==> src/rtl/pwrsw_pkg.sv <==
package pwrsw_pkg;
  typedef enum logic {
    MODE_SLEEP  = 1'b0,
    MODE_ACTIVE = 1'b1
  } pw_mode_t;
endpackage

==> src/rtl/pwrsw_sync.sv <==
module pwrsw_sync #(
  parameter int STAGES = 2
) (
  input  logic clk,
  input  logic rst,
  input  logic d_async,
  output logic q_sync
);
  logic [STAGES-1:0] chain;

  always_ff @(posedge clk) begin
    if (rst) chain <= '1;
    else     chain <= {chain[STAGES-2:0], d_async};
  end

  assign q_sync = chain[STAGES-1];
endmodule

==> src/rtl/pwrsw_debounce.sv <==
module pwrsw_debounce #(
  parameter int SAMPLES = 3
) (
  input  logic clk,
  input  logic rst,
  input  logic lvl_n,
  output logic low_seen
);
  logic [SAMPLES-1:0] hist;
  logic all_lo, all_hi;

  assign all_lo = (hist == '0);
  assign all_hi = &hist;

  always_ff @(posedge clk) begin
    if (rst) begin
      hist     <= '1;
      low_seen <= 1'b0;
    end else begin
      hist <= {hist[SAMPLES-2:0], lvl_n};
      if (all_lo)      low_seen <= 1'b1;
      else if (all_hi) low_seen <= 1'b0;
    end
  end

  // A mixed history means a pulse too short to count, so the filtered level must hold.
  assert_glitch_hold_R2: assert property (@(posedge clk) disable iff (rst)
    (!all_lo && !all_hi) |=> $stable(low_seen));
endmodule

==> src/rtl/pwrsw_ctrl.sv <==
module pwrsw_ctrl
  import pwrsw_pkg::*;
(
  input  logic clk,
  input  logic rst,
  input  logic low_seen,
  input  logic sleep_req,
  input  logic flag_wr,
  input  logic flag_wdata,
  output logic flag_q,
  output logic active_q,
  output logic dis_en_q
);
  pw_mode_t mode;

  always_ff @(posedge clk) begin
    if (rst) begin
      mode     <= MODE_SLEEP;
      dis_en_q <= 1'b0;
      flag_q   <= 1'b1;
    end else begin
      case (mode)
        MODE_SLEEP: begin
          if (low_seen) begin
            mode     <= MODE_ACTIVE;
            dis_en_q <= 1'b1;
          end
        end
        default: begin
          if (sleep_req) begin
            mode     <= MODE_SLEEP;
            dis_en_q <= 1'b0;
          end
        end
      endcase
      if (low_seen)                  flag_q <= 1'b0;
      else if (flag_wr && flag_wdata) flag_q <= 1'b1;
    end
  end

  assign active_q = (mode == MODE_ACTIVE);

  assert_wake_R3: assert property (@(posedge clk) disable iff (rst)
    (!active_q && low_seen) |=> (active_q && dis_en_q));
  assert_active_hold_R4: assert property (@(posedge clk) disable iff (rst)
    (active_q && !sleep_req) |=> (active_q && dis_en_q));
  assert_flag_latch_R5: assert property (@(posedge clk) disable iff (rst)
    low_seen |=> !flag_q);
  assert_wr0_ignored_R7: assert property (@(posedge clk) disable iff (rst)
    (!low_seen && !(flag_wr && flag_wdata)) |=> $stable(flag_q));
  assert_sleep_R8: assert property (@(posedge clk) disable iff (rst)
    (active_q && sleep_req) |=> (!active_q && !dis_en_q));
endmodule

==> src/rtl/pwrsw_wake.sv <==
module pwrsw_wake #(
  parameter int SYNC_STAGES = 2,
  parameter int DEB_SAMPLES = 3
) (
  input  logic clk,
  input  logic rst,
  input  logic sw_n,
  input  logic sleep_req,
  input  logic flag_wr,
  input  logic flag_wdata,
  output logic flag_rdata,
  output logic is_active,
  output logic dis_en
);
  logic sw_sync_n;
  logic low_seen;

  pwrsw_sync #(.STAGES(SYNC_STAGES)) u_sync (
    .clk(clk), .rst(rst), .d_async(sw_n), .q_sync(sw_sync_n)
  );

  pwrsw_debounce #(.SAMPLES(DEB_SAMPLES)) u_deb (
    .clk(clk), .rst(rst), .lvl_n(sw_sync_n), .low_seen(low_seen)
  );

  pwrsw_ctrl u_ctrl (
    .clk(clk), .rst(rst), .low_seen(low_seen), .sleep_req(sleep_req),
    .flag_wr(flag_wr), .flag_wdata(flag_wdata), .flag_q(flag_rdata),
    .active_q(is_active), .dis_en_q(dis_en)
  );

  // Discharge is never enabled while asleep.
  assert_dis_implies_active_R3: assert property (@(posedge clk) disable iff (rst)
    dis_en |-> is_active);
endmodule

==> config.mk <==
export PLATFORM = sky130hd
export DESIGN_NAME = pwrsw_wake
export DESIGN_NICKNAME = d
export VERILOG_FILES = /design/src/rtl/pwrsw_pkg.sv /design/src/rtl/pwrsw_sync.sv /design/src/rtl/pwrsw_debounce.sv /design/src/rtl/pwrsw_ctrl.sv /design/src/rtl/pwrsw_wake.sv
export SDC_FILE = /design/constraint.sdc
export NUM_CORES = 1
export LEC_CHECK = 0
export BUFFER_PORTS_ARGS = -buffer_cell sky130_fd_sc_hd__buf_2
export CAP_MARGIN = 20
export CORE_AREA = 2 2 39 41
export DETAILED_ROUTE_END_ITERATION = 8
export DIE_AREA = 0 0 41 43
export GPL_TIMING_DRIVEN = 0
export PLACE_DENSITY = 0.41
export SYNTH_ARGS = -nofsm -noshare
export SYNTH_HDL_FRONTEND = slang
export SYNTH_SLANG_ARGS = --single-unit
==> constraint.sdc <==
create_clock -name clk -period 0.9 [get_ports clk]
set_clock_uncertainty 0.2 [all_clocks]
set_input_delay 0.18 -clock clk [delete_from_list [all_inputs] [get_ports clk]]
set_output_delay 0.18 -clock clk [all_outputs]
set_load 0.05 [all_outputs]
==> qor.yml <==
status:
  status: "complete, but fails checks"
  violations: "hold timing, setup timing"
yosys:
  synthesis.nets: 32
  ys_ff_latch: 9
  syn_area_sq_um: 283
  synth_edf_count: 0
  yosysTopAreaCellShare_pct: 63.7
  muxShareOfSynthArea_pct: 0
  ys.flop_type: "dfxtp_1"
  synth.avg_cell_area_sq_um: 10.9
  yosysMostFrequentCell: "dfxtp_1"
  synthArstFlopShare_pct: 0
  synth_top_cells_by_count: "9 x dfxtp_1, 3 x or2_1, 2 x a21oi_1, 2 x nor2_1, 2 x or2_2"
  synth_compound_gate_area_share_pct: 17.7
  yosysWarnings: 0
  yosys.area_share.simple_pct: 17.3
  synthTopCellsByArea: "dfxtp_1 64%, or2_1 6.6%, or2_2 4.4%"
  synth_area_leader_cell: "dfxtp_1"
  post_synth_xor_area_fraction_pct: 0
  synth_top_family_by_area: "compound AO/OA/AOI/OAI gates"
  syn-instance-count: 26
  synth_fa_ha_area_share_pct: 0
  synth.yosys.seq_area_share_pct: 63.7
  yosysUniqueCellTypes: 13
drt:
  vias: 231
  totalWireLength_microns: 552
  ant_nets: 0
  drtIter0Drc: 4
  drt-pass1-iter-count: 2
  drc: 0
  wl_per_cell_microns: 9.68
  vias_per_cell: 4.05
critical_path:
  end_kind: "primary output"
  crit_arrival_ns: 0.75
  crit_buf_inv: 1
  crit_required_ns: 0.52
  cp-start-kind: "register"
  cp_max_fo: 2
  cp_slowest_cell: "dfxtp_4"
  path_cells: "buf_8"
  crit_family: "flip-flops"
  max_stage_delay_ns: 0.36
  path_class: "reg2out"
sta:
  setup_viol: 6
  slew_headroom_pct: 87.9
  grt_setup_unrepaired: "true"
  hold_violations: 4
  worst_hold_slack_ns: -0.0953
  report.final.slew_viol_count: 0
  tightest_slew_ns: 0.181
  finalCriticalPeriod_ns: 1.13
  finalWorstSetupSlack_ns: -0.233
  tns_ns: -0.944
  fmax_ghz: 0.883
  period_share_pct: 126
clock_network:
  clockBufferDepth: 2
  clk_pin_slew_ns: 0.07
  cts-root-buf: "clkbuf_4"
  numCtsBuffers: 3
  cts_tree: "built"
  clock-sinks: 9
  htreeDepth: 1
  clkLatencyLatePin_ns: 0.25
floorplanning:
  ios: 9
  core_sq_um: 1380
  initial_core_util_pct: 20.4
  die_x_microns: 41
  die_height_microns: 43
  rows: 14
  dieArea_sq_um: 1760
pwr:
  ir_drop_v: 0.000942
  combinationalPowerShare_pct: 3.4
  p_sw_mw: 0.161
  internal_power_mw: 0.572
  power.leakage_nw: 0.190
  p_seq_share_pct: 54.3
  netSwitchingFraction_pct: 22.0
  power.density_cell_area_nw_per_um2: 1600
  pwr-share-clk_pct: 42.3
placement:
  dp_hpwl_microns: 339
  pre_cts_ws_ns: -0.0827
  place_congestion: 0.662
  io_buffers: 8
global_route:
  grt_pass1_vias: 235
  grt_start_max_net_pins: 10
  antenna_found_initial: 0
  grt.total_usage_pct: 8.47
  grt_pass1_wl_microns: 931
  grt_overflow_total: 0
cells_and_area:
  ff_latch_area_sq_um: 195
  fill_cells: 136
  n_antenna_cell: 0
  drive_gt1_share_pct: 68.3
  area_growth_pct: 61.9
  layout.nets: 48
  multi_input_area_sq_um: 115
min_path:
  hold_class: "in2reg"
run:
  drv_cap: 0
[stage by stage]
step / cells / util (%) / instance area (sq um) / power, mW
floorplan: 26 / - / 295 / 0.413
global placement: 50 / 25.7 / 355 / 0.428
detailed placement: 50 / 25.7 / 355 / 0.429
CTS: 57 / 32.4 / 448 / 0.746
global route: 57 / 33.1 / 458 / 0.780
finish: 57 / 33.1 / 458 / 0.733
[cells by family after synthesis]
family	count (synthesis)
flops	9
compound gates	7
simple gates	9
buf+inv	1
[final cells by class]
class	count	area share (%)
multi-input cells	16	25.1
clock buffers	3	4.92
well taps	16	4.37
flip-flops and latches	9	42.6
repair buffers	11	21.0
inverters	1	0.820
clock inverters	1	1.09
[state kept, by name, summed over array words and instances (netlist names)]
register and cells:
u_ctrl.dis_en_q 1, u_ctrl.flag_q 1, u_deb.hist 3, u_ctrl.active_q 1, u_sync.chain 2, u_deb.low_seen 1
[per-layer routing]
layer  wire, microns  up-vias  share of wire, %  global-route usage (%)
met4               0        0                 0                    6.00
met1             234      106                42                    8.79
met3              37        0               6.7                    4.71
met5               0        -                 0                       0
li1                -      119                 -                       -
met2             281        6                51                    12.2
[layout by cell type, fill, tap and decap left out]
cell type and instances:
clkbuf_4 3, buf_6 1, or2_4 2, a211oi_2 1, o21bai_1 1, nor2_1 1, dfxtp_4 3, a21bo_2 1
dfxtp_1 3, a32o_1 1, nand2b_1 1, buf_2 5, or2_1 3, dfxtp_2 3, a21oi_2 1, nand2_1 1
a21oi_1 1, inv_2 1, clkinv_2 1, buf_4 2, o21ai_1 1, nor2_2 1, buf_8 3
[final timing paths]
path                            depth (start not counted)            start  slack (ns)         endpoint
worst max-delay path                                    1  u_ctrl.dis_en_q       -0.23           dis_en
worst min register to register                          1  u_sync.chain[1]        0.20    u_deb.hist[0]
worst max register to register                          3  u_ctrl.active_q       -0.15  u_ctrl.dis_en_q
worst min-delay path                                    2             sw_n        -0.1  u_sync.chain[0]
[power by group through the flow]
stage               clock, mW  combinational, mW  sequential (mW)
floorplan                   0            0.00630            0.406
global placement            0             0.0215            0.407
detailed placement          0             0.0226            0.407
CTS                     0.324             0.0239            0.398
global route            0.353             0.0284            0.399
finish                  0.310             0.0250            0.398
[what timing repair did]
item | 4_1_cts | 5_1_grt
hold endpoints to repair | 3 | 2
endpoints found under the setup margin | 6 | 9
resized for setup | 13 | 5
setup buffers | 3 | 0
pin swaps | 1 | 2
(Power assumes the default switching activity.)
